### config.mk
export PLATFORM = sky130hd
export DESIGN_NAME = smon_regfile
export DESIGN_NICKNAME = d
export VERILOG_FILES = /design/src/rtl/smon_pkg.sv /design/src/rtl/smon_softrst.sv /design/src/rtl/smon_cfg.sv /design/src/rtl/smon_status.sv /design/src/rtl/smon_regfile.sv
export SDC_FILE = /design/constraint.sdc
export NUM_CORES = 1
export LEC_CHECK = 0
export BUFFER_PORTS_ARGS = -buffer_cell sky130_fd_sc_hd__buf_4
export CORE_MARGIN = 10
export CORE_UTILIZATION = 58
export DETAILED_ROUTE_END_ITERATION = 6
export PLACE_DENSITY = 0.8
export SYNTH_ARGS = -nofsm -noshare
export SYNTH_HDL_FRONTEND = slang
export SYNTH_SLANG_ARGS = --single-unit
### constraint.sdc
create_clock -name clk -period 3.6 [get_ports clk]
set_input_delay 0.72 -clock clk [delete_from_list [all_inputs] [get_ports clk]]
set_output_delay 0.72 -clock clk [all_outputs]
set_load 0.02 [all_outputs]
### src/rtl/smon_pkg.sv
package smon_pkg;

    typedef enum logic [0:0] {
        RS_RUN  = 1'b0,
        RS_HOLD = 1'b1
    } rst_state_t;

    localparam logic [11:0] OFF_KEY   = 12'h000;
    localparam logic [11:0] OFF_START = 12'h010;
    localparam logic [11:0] OFF_STAT  = 12'h014;
    localparam logic [11:0] OFF_CFG0  = 12'h100;
    localparam logic [11:0] OFF_CFG1  = 12'h104;
    localparam logic [11:0] OFF_CFG2  = 12'h108;
    localparam logic [11:0] OFF_SEQ   = 12'h120;
    localparam logic [11:0] OFF_RES   = 12'h200;

    localparam int BIT_EVENT = 9;
    localparam int BIT_SEQ_HI = 13;
    localparam int BIT_SEQ_LO = 12;
    localparam int DIV_LO = 8;
    localparam int CHAN_W = 5;

endpackage

### src/rtl/smon_softrst.sv
module smon_softrst #(
    parameter int          DATA_W  = 32,
    parameter int          RST_LEN = 16,
    parameter logic [31:0] KEY     = 32'h0000_000A
) (
    input  logic              clk,
    input  logic              rst_n,
    input  logic              key_wr,
    input  logic [DATA_W-1:0] key_data,
    output logic              srst
);
    import smon_pkg::*;

    localparam int CNT_W = (RST_LEN > 1) ? $clog2(RST_LEN) : 1;
    localparam logic [CNT_W-1:0] CNT_LAST = CNT_W'(RST_LEN - 1);

    rst_state_t     state_q, state_d;
    logic [CNT_W-1:0] cnt_q, cnt_d;
    logic           key_hit;

    assign key_hit = key_wr && (key_data == DATA_W'(KEY));

    // state register
    always_ff @(posedge clk or negedge rst_n) begin
        if (!rst_n) begin
            state_q <= RS_RUN;
            cnt_q   <= '0;
        end else begin
            state_q <= state_d;
            cnt_q   <= cnt_d;
        end
    end

    // next-state logic: key accepted / count expired
    always_comb begin
        state_d = state_q;
        cnt_d   = cnt_q;
        unique case (state_q)
            RS_RUN: begin
                if (key_hit) begin
                    state_d = RS_HOLD;
                    cnt_d   = CNT_LAST;
                end
            end
            RS_HOLD: begin
                if (cnt_q == '0) begin
                    state_d = RS_RUN;
                end else begin
                    cnt_d = cnt_q - 1'b1;
                end
            end
            default: state_d = RS_RUN;
        endcase
    end

    // outputs
    always_comb begin
        srst = 1'b0;
        unique case (state_q)
            RS_RUN:  srst = 1'b0;
            RS_HOLD: srst = 1'b1;
            default: srst = 1'b0;
        endcase
    end

    assert_key_enters_hold_R2: assert property (@(posedge clk) disable iff (!rst_n)
        (!srst && key_hit) |=> srst);
    assert_hold_continues_R2: assert property (@(posedge clk) disable iff (!rst_n)
        (srst && cnt_q != '0) |=> srst);
    assert_wrong_key_ignored_R2: assert property (@(posedge clk) disable iff (!rst_n)
        (!srst && !key_hit) |=> !srst);

endmodule

### src/rtl/smon_cfg.sv
module smon_cfg #(
    parameter int DATA_W = 32,
    parameter int SEQ_W  = 16
) (
    input  logic              clk,
    input  logic              rst_n,
    input  logic              srst,
    input  logic              wr_cfg0,
    input  logic              wr_cfg1,
    input  logic              wr_cfg2,
    input  logic              wr_seq,
    input  logic              wr_start,
    input  logic [DATA_W-1:0] wdata,
    output logic [DATA_W-1:0] cfg0_q,
    output logic [DATA_W-1:0] cfg1_q,
    output logic [DATA_W-1:0] cfg2_q,
    output logic [SEQ_W-1:0]  seq_pend_q,
    output logic [SEQ_W-1:0]  seq_live_q,
    output logic              start_q
);

    always_ff @(posedge clk or negedge rst_n) begin
        if (!rst_n) begin
            cfg0_q     <= '0;
            cfg1_q     <= '0;
            cfg2_q     <= '0;
            seq_pend_q <= '0;
            seq_live_q <= '0;
            start_q    <= 1'b0;
        end else if (srst) begin
            cfg0_q     <= '0;
            cfg1_q     <= '0;
            cfg2_q     <= '0;
            seq_pend_q <= '0;
            seq_live_q <= '0;
            start_q    <= 1'b0;
        end else begin
            if (wr_cfg0)  cfg0_q     <= wdata;
            if (wr_cfg2)  cfg2_q     <= wdata;
            if (wr_seq)   seq_pend_q <= wdata[SEQ_W-1:0];
            if (wr_start) start_q    <= wdata[0];
            if (wr_cfg1) begin
                cfg1_q     <= wdata;
                seq_live_q <= seq_pend_q;
            end
        end
    end

    assert_srst_clears_R3: assert property (@(posedge clk) disable iff (!rst_n)
        srst |=> (cfg0_q == '0 && cfg1_q == '0 && cfg2_q == '0 && !start_q));
    assert_seq_commit_only_R10: assert property (@(posedge clk) disable iff (!rst_n)
        (!srst && !wr_cfg1) |=> $stable(seq_live_q));

endmodule

### src/rtl/smon_status.sv
module smon_status #(
    parameter int N_CH  = 4,
    parameter int RES_W = 16,
    parameter int CH_W  = 2
) (
    input  logic                       clk,
    input  logic                       rst_n,
    input  logic                       srst,
    input  logic                       rd_stat,
    input  logic                       cv_eoc,
    input  logic                       cv_eos,
    input  logic [CH_W-1:0]            cv_chan,
    input  logic [RES_W-1:0]           cv_data,
    output logic                       eoc_q,
    output logic                       eos_q,
    output logic [N_CH-1:0][RES_W-1:0] res_q
);

    logic eoc_d, eos_d;

    // completion wins over a same-cycle read clear
    always_comb begin
        eoc_d = eoc_q;
        eos_d = eos_q;
        if (rd_stat) begin
            eoc_d = 1'b0;
            eos_d = 1'b0;
        end
        if (cv_eoc) eoc_d = 1'b1;
        if (cv_eos) eos_d = 1'b1;
        if (srst) begin
            eoc_d = 1'b0;
            eos_d = 1'b0;
        end
    end

    always_ff @(posedge clk or negedge rst_n) begin
        if (!rst_n) begin
            eoc_q <= 1'b0;
            eos_q <= 1'b0;
        end else begin
            eoc_q <= eoc_d;
            eos_q <= eos_d;
        end
    end

    for (genvar g = 0; g < N_CH; g++) begin : g_res
        always_ff @(posedge clk or negedge rst_n) begin
            if (!rst_n) begin
                res_q[g] <= '0;
            end else if (srst) begin
                res_q[g] <= '0;
            end else if (cv_eoc && cv_chan == CH_W'(g)) begin
                res_q[g] <= cv_data;
            end
        end

        assert_result_capture_R9: assert property (@(posedge clk) disable iff (!rst_n)
            (cv_eoc && !srst && cv_chan == CH_W'(g)) |=> (res_q[g] == $past(cv_data)));
    end

    assert_read_clears_R7: assert property (@(posedge clk) disable iff (!rst_n)
        (rd_stat && !cv_eoc && !cv_eos) |=> (!eoc_q && !eos_q));
    assert_event_wins_R8: assert property (@(posedge clk) disable iff (!rst_n)
        (cv_eoc && !srst) |=> eoc_q);

endmodule

### src/rtl/smon_regfile.sv
module smon_regfile #(
    parameter int          DATA_W  = 32,
    parameter int          ADDR_W  = 12,
    parameter int          RES_W   = 16,
    parameter int          N_CH    = 4,
    parameter int          SEQ_W   = 16,
    parameter int          DIV_W   = 8,
    parameter int          RST_LEN = 16,
    parameter logic [31:0] KEY     = 32'h0000_000A
) (
    input  logic                       clk,
    input  logic                       rst_n,
    input  logic                       bus_wr,
    input  logic                       bus_rd,
    input  logic [ADDR_W-1:0]          bus_addr,
    input  logic [DATA_W-1:0]          bus_wdata,
    output logic [DATA_W-1:0]          bus_rdata,
    input  logic                       ext_start,
    output logic                       cnv_rst,
    output logic                       cnv_single,
    output logic                       cnv_cont,
    output logic [smon_pkg::CHAN_W-1:0] cnv_chan,
    output logic [DIV_W-1:0]           cnv_div,
    output logic [SEQ_W-1:0]           cnv_seq,
    output logic                       cnv_trig,
    input  logic                       cv_eoc,
    input  logic                       cv_eos,
    input  logic [((N_CH > 1) ? $clog2(N_CH) : 1)-1:0] cv_chan,
    input  logic [RES_W-1:0]           cv_data
);
    import smon_pkg::*;

    localparam int CH_W = (N_CH > 1) ? $clog2(N_CH) : 1;

    logic                       srst;
    logic                       wr_ok;
    logic                       wr_key, wr_cfg0, wr_cfg1, wr_cfg2, wr_seq, wr_start;
    logic                       rd_stat;
    logic [DATA_W-1:0]          cfg0_q, cfg1_q, cfg2_q;
    logic [SEQ_W-1:0]           seq_pend_q, seq_live_q;
    logic                       start_q;
    logic                       eoc_q, eos_q;
    logic [N_CH-1:0][RES_W-1:0] res_q;

    // address decode
    assign wr_ok    = bus_wr && !srst;
    assign wr_key   = wr_ok && (bus_addr == ADDR_W'(OFF_KEY));
    assign wr_cfg0  = wr_ok && (bus_addr == ADDR_W'(OFF_CFG0));
    assign wr_cfg1  = wr_ok && (bus_addr == ADDR_W'(OFF_CFG1));
    assign wr_cfg2  = wr_ok && (bus_addr == ADDR_W'(OFF_CFG2));
    assign wr_seq   = wr_ok && (bus_addr == ADDR_W'(OFF_SEQ));
    assign wr_start = wr_ok && (bus_addr == ADDR_W'(OFF_START));
    assign rd_stat  = bus_rd && (bus_addr == ADDR_W'(OFF_STAT));

    smon_softrst #(
        .DATA_W  (DATA_W),
        .RST_LEN (RST_LEN),
        .KEY     (KEY)
    ) u_rst (
        .clk      (clk),
        .rst_n    (rst_n),
        .key_wr   (wr_key),
        .key_data (bus_wdata),
        .srst     (srst)
    );

    smon_cfg #(
        .DATA_W (DATA_W),
        .SEQ_W  (SEQ_W)
    ) u_cfg (
        .clk        (clk),
        .rst_n      (rst_n),
        .srst       (srst),
        .wr_cfg0    (wr_cfg0),
        .wr_cfg1    (wr_cfg1),
        .wr_cfg2    (wr_cfg2),
        .wr_seq     (wr_seq),
        .wr_start   (wr_start),
        .wdata      (bus_wdata),
        .cfg0_q     (cfg0_q),
        .cfg1_q     (cfg1_q),
        .cfg2_q     (cfg2_q),
        .seq_pend_q (seq_pend_q),
        .seq_live_q (seq_live_q),
        .start_q    (start_q)
    );

    smon_status #(
        .N_CH  (N_CH),
        .RES_W (RES_W),
        .CH_W  (CH_W)
    ) u_stat (
        .clk     (clk),
        .rst_n   (rst_n),
        .srst    (srst),
        .rd_stat (rd_stat),
        .cv_eoc  (cv_eoc),
        .cv_eos  (cv_eos),
        .cv_chan (cv_chan),
        .cv_data (cv_data),
        .eoc_q   (eoc_q),
        .eos_q   (eos_q),
        .res_q   (res_q)
    );

    // read mux
    always_comb begin
        bus_rdata = '0;
        if (bus_addr == ADDR_W'(OFF_CFG0)) bus_rdata = cfg0_q;
        if (bus_addr == ADDR_W'(OFF_CFG1)) bus_rdata = cfg1_q;
        if (bus_addr == ADDR_W'(OFF_CFG2)) bus_rdata = cfg2_q;
        if (bus_addr == ADDR_W'(OFF_SEQ))  bus_rdata = DATA_W'(seq_pend_q);
        if (bus_addr == ADDR_W'(OFF_START)) bus_rdata = DATA_W'(start_q);
        if (bus_addr == ADDR_W'(OFF_STAT)) bus_rdata = DATA_W'({eos_q, eoc_q});
        for (int c = 0; c < N_CH; c++) begin
            if (bus_addr == ADDR_W'(OFF_RES) + ADDR_W'(4 * c)) bus_rdata = DATA_W'(res_q[c]);
        end
    end

    // converter-facing fields
    assign cnv_rst    = srst;
    assign cnv_single = cfg1_q[BIT_SEQ_HI] & cfg1_q[BIT_SEQ_LO];
    assign cnv_cont   = ~cfg0_q[BIT_EVENT];
    assign cnv_chan   = cfg0_q[CHAN_W-1:0];
    assign cnv_div    = cfg2_q[DIV_LO +: DIV_W];
    assign cnv_seq    = seq_live_q;
    assign cnv_trig   = cfg0_q[BIT_EVENT] & (start_q | ext_start);

    assert_trig_idle_in_reset_R6: assert property (@(posedge clk) disable iff (!rst_n)
        srst |=> (!cnv_trig || ext_start));

endmodule

==> PnR_summary.wiki, run 1 <==
{| class="wikitable"
! Metric !! Value
|-
| Slowest cell on the critical path || sky130_fd_sc_hd__or4_1
|-
| Post-synth EDFFs || 0
|-
| Synthesis-to-finish area growth || 19.3%
|-
| Number of buffers inserted during clock tree synthesis || 17
|-
| CTS tree || yes
|-
| Drt pass-1 iters || 7
|-
| Number of storage elements in the synthesis netlist || 200
|-
| Number of antenna violations at the first check in global routing || 0
|-
| Post-Syn Instances || 1035
|-
| Crit path capture type || output pin
|-
| Horizontal extent of the die || 150 um
|-
| Y dimension of the die || 150 um
|-
| Largest net degree at the start of global routing || 105
|-
| Dominant combinational cell family by area after synthesis || simple AND/OR/NAND/NOR gates
|-
| Maximum vdd ir drop || 0.356 mV
|-
| Slew at the pin with the worst max-slew slack || 0.850 ns
|-
| Vias in the first global route || 8414
|-
| Routed via count || 8509
|-
| Path category of the worst min-delay check || in2async
|-
| Final-layout setup total negative slack || 0 ns
|-
| Worst setup slack for register-to-register paths || 1.67 ns
|-
| Beginning of the critical path || bus_addr[4]
|-
| CTS hold repair buffers || 0
|-
| Antenna diodes || 0
|-
| Master cell of the clock root buffer || sky130_fd_sc_hd__clkbuf_16
|-
| Area share of xor/xnor cells in the synthesized design || 0.00179
|-
| Number of distinct standard cells referenced by the synthesized netlist || 48
|-
| Number of gates on the worst path with buffers counted || 7
|-
| Total of fill cells in the finished design || 1263
|-
| Fraction of final layout cells with drive strength greater than 1 || 0.196
|-
| Yosys top cell area share || 0.512
|-
| Cell area after technology mapping || 0.00977 mm^2
|-
| Ranking of synthesized cells by instance count || 215 x sky130_fd_sc_hd__nand2_1, 200 x sky130_fd_sc_hd__dfrtp_1, 73 x sky130_fd_sc_hd__a21oi_1
|-
| Maximum single-stage delay on the critical path || 0.73 ns
|-
| Post-route minimum period || 3.58 ns
|-
| Leading cell types by total area after synthesis || sky130_fd_sc_hd__dfrtp_1 51%, sky130_fd_sc_hd__nand2_1 8.3%, sky130_fd_sc_hd__nand2b_1 4.3%, sky130_fd_sc_hd__a21oi_1 3.7%, sky130_fd_sc_hd__mux2i_1 3.5%
|-
| Post-place instance area || 0.0110 mm^2
|-
| Largest fanout of any net on the critical path || 8
|-
| Complex-gate fraction of the synthesized area || 0.174
|-
| Final Hold Viols || 0
|-
| Violations in the final reports || design-rule violations
|-
| Cell type with the highest aggregate area in the netlist || sky130_fd_sc_hd__dfrtp_1
|-
| HPWL after detailed placement || 19.5 mm
|-
| Final setup skew || 0.00777 ns
|-
| Critical path type || in2out
|-
| Wire length of the first global-routing pass || 46.2 mm
|-
| Total count of max-transition violations in the final report || 0
|-
| Result of the run || complete, but fails checks
|-
| Depth of the worst register-to-register path || 4
|-
| Remaining number of nets flagged by the antenna check after routing || 0
|-
| Post-synthesis area per instance || 9.44 um^2
|-
| Post-synthesis async set-or-reset flop share || 1.00
|-
| CTS clock-pin slew for the worst setup and hold paths || 0.08 ns
|-
| Data required, critical path || 2.88 ns
|-
| Most common cell in the synthesized netlist || sky130_fd_sc_hd__nand2_1
|-
| Post-detailed-route wirelength per cell || 21.2 um
|-
| FMAX || 280 MHz
|-
| Area of the multi-input gates || 0.00419 mm^2
|-
| Multiplexer share of the synthesized area || 0.0360
|-
| Io pins || 134
|-
| Fraction of the mapped netlist area in simple logic gates || 0.213
|-
| Post-Synthesis Net Count || 1106
|-
| Sequential-to-total area share from yosys stat || 0.512
|-
| Layout Cell Area excl Fill || 0.0117 mm^2
|-
| Standard-cell rows || 47
|-
| Maximum number of buffers from clock root to sink || 2
|-
| Critical Path End || bus_rdata[14]
|-
| Final wirelength || 29.0 mm
|-
| Placeable core region || 0.0165 mm^2
|-
| Areal power density over the cells || 429 mW/mm^2
|-
| Setup repair after global routing missed its margin || false
|-
| Starting density of the core || 0.592
|-
| Most Frequent Cell on Critical Path || sky130_fd_sc_hd__buf_4
|-
| Top Family by Delay on Critical Path || simple AND/OR/NAND/NOR gates
|-
| Setup-violating endpoint count in the final report || 0
|-
| Drt drc || 20
|-
| Number of buffers and inverters on the critical path || 3
|-
| Slew HR || 0.433
|-
| Reg2Reg Launch Point || u_rst.state_q
|-
| Area taken by flip-flops and latches || 0.00501 mm^2
|-
| Area of the die || 0.0224 mm^2
|-
| Worst slack, placed || 0.126 ns
|-
| Leakage power || 0.00527 uW
|-
| Number of DRC markers after the initial detailed-route iteration || 1065
|-
| End of the worst register-to-register path || u_rst.cnt_q[1]
|-
| Startpoint Class || primary input
|-
| Grt total ovfl || 0
|-
| Ratio of final minimum period to clock period || 0.993
|-
| Number of warning messages in the yosys log || 0
|-
| Top flip-flop cell by instance count after synthesis || sky130_fd_sc_hd__dfrtp_1
|-
| Worst path cell trace || buf_4, or4_1, nor3_1, buf_4, a21oi_1, a221oi_1, buf_4
|-
| Num Clock Sinks || 200
|-
| Avg Vias per Cell || 6.23
|-
| Count of input and output buffers || 133
|-
| Nets || 1204
|-
| Max capacitance violation total || 0
|-
| Source-to-sink clock delay at the later pin of the worst-skew pair || 0.43 ns
|-
| Gp weighted congestion || 0.925
|-
| Adder-cell area share of the yosys netlist || 0.00256
|-
| Overall Global Routing Usage || 0.258
|-
| Arr. time, crit path || 2.86 ns
|-
| H-tree depth || 4
|-
| Final setup slack of the worst path || 0.0240 ns
|}
## cell families after synthesis
group / after synthesis
muxes: 35
DFF: 200
adders and majority gates: 2
AOI/OAI and AO/OA: 252
xor gates and xnor gates: 2
buffers and inverters: 131
and+or+nand+nor: 413
## power breakdown
group          total, uW  internal [uW]  switching, uW
Clock               2130           1260            868
Sequential          2440           2370           72.0
Combinational        436            176            260
## flip-flops by register name (all words and copies together), names as in the netlist, 4 cells and up
signal and count:
u_cfg.cfg1_q 32, u_stat.res_q 64, u_cfg.cfg2_q 32, u_cfg.seq_pend_q 16
u_cfg.cfg0_q 32, u_cfg.seq_live_q 16, u_rst.cnt_q 4
## worst reg2reg max path: stages, from the launching register on
cell and delay, ns:
sky130_fd_sc_hd__dfrtp_4 0.60, sky130_fd_sc_hd__nand2b_1 0.29, sky130_fd_sc_hd__nor3_1 0.21, sky130_fd_sc_hd__or4b_1 0.57
sky130_fd_sc_hd__a22oi_1 0.18
## cells in the final DEF (no fill, tap or decap), types with 5 or more instances in the layout
master	count
sky130_fd_sc_hd__a221oi_1	10
sky130_fd_sc_hd__dfrtp_1	199
sky130_fd_sc_hd__nor4_1	10
sky130_fd_sc_hd__o21ai_0	59
sky130_fd_sc_hd__buf_12	7
sky130_fd_sc_hd__inv_1	37
sky130_fd_sc_hd__nand2_1	215
sky130_fd_sc_hd__o32ai_1	14
sky130_fd_sc_hd__nor3_1	7
sky130_fd_sc_hd__buf_4	165
sky130_fd_sc_hd__nor2_1	52
sky130_fd_sc_hd__a22o_1	32
sky130_fd_sc_hd__nand2b_1	67
sky130_fd_sc_hd__o31ai_1	17
sky130_fd_sc_hd__a222oi_1	30
sky130_fd_sc_hd__clkbuf_16	17
sky130_fd_sc_hd__nand3_1	6
sky130_fd_sc_hd__bufinv_16	5
sky130_fd_sc_hd__mux2i_1	34
sky130_fd_sc_hd__nor4b_1	19
sky130_fd_sc_hd__a21oi_1	72
sky130_fd_sc_hd__nor4_4	5
## through the flow
| stage | hold WS [ns] | power, uW | util | std cells |
|---|---|---|---|---|
| final | 0.363 | 5010 | 0.706 | 1365 |
| after global routing | 0.425 | 5180 | 0.706 | 1365 |
| after CTS | 0.409 | 5020 | 0.705 | 1365 |
| after detailed placement | 0.495 | 2910 | 0.666 | 1334 |
| after global placement | 0.489 | 2890 | 0.666 | 1334 |
| after floorplan | 0.424 | 2680 | - | 1035 |
## layer usage
metal  up-vias  track usage  routed length, um
met4         0       0.0802                609
met2       411        0.429              14500
li1       3830            -                  -
met1      4215        0.335              11600
met3        53       0.0495               2310
met5         -            0                  0
## layout make-up
class,instances,area share
clock buffers,18,0.0377
well taps,220,0.0236
flip-flops and latches,200,0.430
multi-input cells,704,0.359
inverters,37,0.0119
clock inverters,13,0.0183
repair buffers,173,0.119
## timing repair
action | CTS | global route
resized for setup | 0 | 2
setup endpoints to repair | 0 | 7
hold endpoints to repair | 0 | 0
setup buffers | 0 | 0
## worst min-delay path by stage
stage | end | start | slack (ns) | cells past startpoint
final | u_cfg.cfg2_q[23] | rst_n | 0.36 | 1
after global routing | u_cfg.cfg2_q[23] | rst_n | 0.43 | 1
after CTS | u_cfg.cfg2_q[23] | rst_n | 0.41 | 1
after detailed placement | u_cfg.cfg2_q[25] | u_cfg.cfg2_q[25] | 0.50 | 1
after global placement | u_cfg.cfg2_q[28] | u_cfg.cfg2_q[28] | 0.49 | 1
after floorplan | u_cfg.cfg0_q[0] | rst_n | 0.42 | 0
No activity file was read; power rests on OpenSTA's default activity.
==> run 2: changes to the inputs <==
==> constraint.sdc (replaced) <==
create_clock -name clk -period 3.6 [get_ports clk]
set_input_delay 0.18 -clock clk [delete_from_list [all_inputs] [get_ports clk]]
set_output_delay 0.18 -clock clk [all_outputs]
set_load 0.02 [all_outputs]
==> run 2 against run 1 <==
The run still ends with design-rule violations left. Critical path depth did not move. Design area rose by 0.56%. Sequential power barely moved. Flip-flop and latch count did not move. Clock power fell by 15%. Routed wire length fell by 1.7%. Non-clock buffer count rose by 20. Die area did not move. Final cell count rose by 1.5%. Total power fell by 5.7%. Via count barely moved. Largest cell class unchanged. Largest power group unchanged. Highest routed layer unchanged.
==> PnR_summary.wiki, run 2 (synthesis results as in run 1) <==
{| class="wikitable"
! Metric !! Value
|-
| Result of the run || complete, but fails checks
|-
| Violations in the final reports || design-rule violations
|-
| Combinational power share || 0.097 (+0.010)
|-
| Post-route minimum period || 2.78 ns (-0.798 ns)
|-
| Length of routed met3 wiring || 2.52 mm (+8.8%)
|-
| Number of flip-flops in the largest register || 64 (unchanged)
|-
| Y dimension of the die || 150 um (unchanged)
|-
| Share of total power in sequential cells || 0.517 (+0.029)
|-
| Met2 WL || 13.7 mm (-5.4%)
|-
| Routed via count || 8512 (+0.035%)
|-
| Slew HR || 0.316 (-0.117)
|-
| Post-detailed-route wirelength per cell || 20.6 um (-3.2%)
|-
| Vias in the first global route || 8533 (+1.4%)
|-
| Finished Layout Cells || 1386 (+1.5%)
|-
| Setup-violating endpoint count in the final report || 0 (unchanged)
|-
| Worst path cell trace || buf_4, or4b_2, nor3_1, buf_4, nor2_1, a221oi_1, buf_4
|-
| FMAX || 360 MHz (+29%)
|-
| Leading cell type in the layout, fill and taps excluded || sky130_fd_sc_hd__nand2_1
|-
| CTS tree || yes
|-
| Post-placement cell count || 1317 (-1.3%)
|-
| Worst hold slack across all endpoints || 0.0103 ns (-0.353 ns)
|-
| Final-layout setup total negative slack || 0 ns (unchanged)
|-
| Antenna diodes || 0 (unchanged)
|-
| Placeable core region || 0.0165 mm^2 (unchanged)
|-
| Io pins || 134 (unchanged)
|-
| Gp weighted congestion || 0.914 (-1.2%)
|-
| Clock share of power || 0.386 (-0.039)
|-
| Areal power density over the cells || 403 mW/mm^2 (-6.2%)
|-
| HPWL after detailed placement || 18.7 mm (-3.7%)
|-
| Ratio of final minimum period to clock period || 0.772 (-0.222)
|-
| Synthesis-to-finish area growth || 20.0%
|-
| Largest net degree at the start of global routing || 120 (+14%)
|-
| Wire length of the first global-routing pass || 45.9 mm (-0.46%)
|-
| Internal Power || 3490 uW (-8.4%)
|-
| Largest register by flop count || u_stat.res_q
|-
| Count of input and output buffers || 133 (unchanged)
|-
| Top Family by Delay on Critical Path || simple AND/OR/NAND/NOR gates
|-
| Data required, critical path || 3.42 ns (+0.54 ns)
|-
| Crit path capture type || output pin
|-
| Standard-cell rows || 47 (unchanged)
|-
| Number of buffers inserted by post-CTS setup repair || 0 (unchanged)
|-
| Starting density of the core || 0.592 (unchanged)
|-
| Largest fanout of any net on the critical path || 41 (+33)
|-
| Slowest cell on the critical path || sky130_fd_sc_hd__or4b_2
|-
| Setup repair after global routing missed its margin || false
|-
| Leakage power || 0.00527 uW (about the same)
|-
| Total count of max-transition violations in the final report || 0 (unchanged)
|-
| Number of DRC markers after the initial detailed-route iteration || 875 (-18%)
|-
| Master cell of the clock root buffer || sky130_fd_sc_hd__clkbuf_16
|-
| H-tree depth || 4 (unchanged)
|-
| Slew at the pin with the worst max-slew slack || 1.02 ns (+0.172 ns)
|-
| Fraction of final layout cells with drive strength greater than 1 || 0.177 (-0.0190)
|-
| Remaining number of nets flagged by the antenna check after routing || 0 (unchanged)
|-
| Arr. time, crit path || 2.60 ns (-0.26 ns)
|-
| Grt total ovfl || 0 (unchanged)
|-
| Number of antenna violations at the first check in global routing || 0 (unchanged)
|-
| Final Hold Viols || 0 (unchanged)
|-
| Critical path type || in2out
|-
| Path category of the worst min-delay check || in2reg
|-
| Horizontal extent of the die || 150 um (unchanged)
|-
| Most Frequent Cell on Critical Path || sky130_fd_sc_hd__buf_4
|-
| Drt pass-1 iters || 7 (unchanged)
|-
| Avg Vias per Cell || 6.14 (-1.5%)
|-
| Startpoint Class || primary input
|-
| Net switching fraction of the power || 0.262 (+0.0219)
|-
| Number of buffers inserted during clock tree synthesis || 17 (unchanged)
|-
| Num Clock Sinks || 200 (unchanged)
|-
| Top library cells by usage in the layout, fill and taps aside || 215 x sky130_fd_sc_hd__nand2_1, 199 x sky130_fd_sc_hd__dfrtp_1, 154 x sky130_fd_sc_hd__buf_4, 72 x sky130_fd_sc_hd__a21oi_1, 67 x sky130_fd_sc_hd__nand2b_1
|-
| Area of the die || 0.0224 mm^2 (unchanged)
|-
| Max capacitance violation total || 0 (unchanged)
|-
| CTS clock-pin slew for the worst setup and hold paths || 0.07 ns (about the same)
|-
| Final wirelength || 28.5 mm (-1.7%)
|-
| Nets || 1224 (+1.7%)
|-
| Final setup skew || 0.00801 ns (+0.000234 ns)
|-
| Met1 wire length || 11.4 mm (-1.8%)
|-
| Maximum single-stage delay on the critical path || 0.71 ns (-0.02 ns)
|-
| Maximum vdd ir drop || 0.386 mV (+8.5%)
|-
| Overall Global Routing Usage || 0.256 (-0.00162)
|-
| Maximum number of buffers from clock root to sink || 2 (unchanged)
|-
| Number of buffers and inverters on the critical path || 3 (unchanged)
|-
| Drt drc || 6 (-70%)
|-
| Top Layer Used || met4
|-
| Net switching power of the design || 1240 uW (+2.9%)
|-
| Source-to-sink clock delay at the later pin of the worst-skew pair || 0.44 ns (about the same)
|}
==> run 2: changes by cell type in the layout (fill, tap and decap cells not counted), sizes merged <==
cell / change
buf: -17
bufinv: -5
clkbuf: +1
clkinv: +1
clkinvlp: +2
dlygate4sd3: +37
inv: +2
==> run 2: power by group through the flow <==
stage,registers (uW),logic (uW),clock network (uW)
final,2440,458,1820
after global routing,2450,509,1930
after CTS,2440,456,1840
after detailed placement,2480,420,0
after global placement,2480,408,0
after floorplan,2460,214,0
==> run 2: worst paths after layout <==
kind / end / cells past startpoint / slack [ns] / startpoint
min in group asynchronous: u_cfg.cfg1_q[23] / 2 / 0.43 / rst_n
setup / recovery: bus_rdata[4] / 7 / 0.82 / bus_addr[2]
hold reg to reg: u_stat.eoc_q / 2 / 0.51 / u_stat.eoc_q
setup reg to reg: u_rst.cnt_q[1] / 4 / 1.50 / u_rst.state_q
max in group asynchronous: u_stat.res_q[4] / 3 / 2.26 / rst_n
hold / removal: u_stat.eoc_q / 3 / 0.01 / cv_eoc
==> run 2: worst reg2reg max path, cell delays in order, from the launching register on <==
cell	delay, ns
sky130_fd_sc_hd__dfrtp_4	0.66
sky130_fd_sc_hd__nand2b_1	0.33
sky130_fd_sc_hd__nor3_1	0.26
sky130_fd_sc_hd__or4b_1	0.58
sky130_fd_sc_hd__a22oi_1	0.19
==> run 2: final cells by class <==
type                       count  area (um^2)
sequential                   200         5010
clock buffer                  19          443
tap                          220          275
inverter                      37          139
timing repair buffer         193         1560
multi-input combinational    704         4190
clock inverter                13          111
fill                        1193         4800
==> run 2: per-layer routing <==
| metal | global-route usage | vias up |
|---|---|---|
| li1 | - | 3867 |
| met1 | 0.333 | 4138 |
| met2 | 0.409 | 437 |
| met3 | 0.0556 | 70 |
| met4 | 0.107 | 0 |
| met5 | 0 | - |
==> run 2: what timing repair did <==
| action | in CTS | in global routing |
|---|---|---|
| hold buffers | 37 | 0 |
| endpoints found under the hold margin | 191 | 0 |
| resized for setup | 0 | 0 |
==> run 2: per-stage QoR <==
stage	utilization	total power, uW	cell area [um^2]	setup WS [ns]
after global routing	0.710	4890	11700	0.715
after CTS	0.710	4730	11700	0.903
after global placement	0.654	2880	10800	0.931
final	0.710	4720	11700	0.822
after detailed placement	0.654	2900	10800	0.936
after floorplan	-	2680	9770	1.16
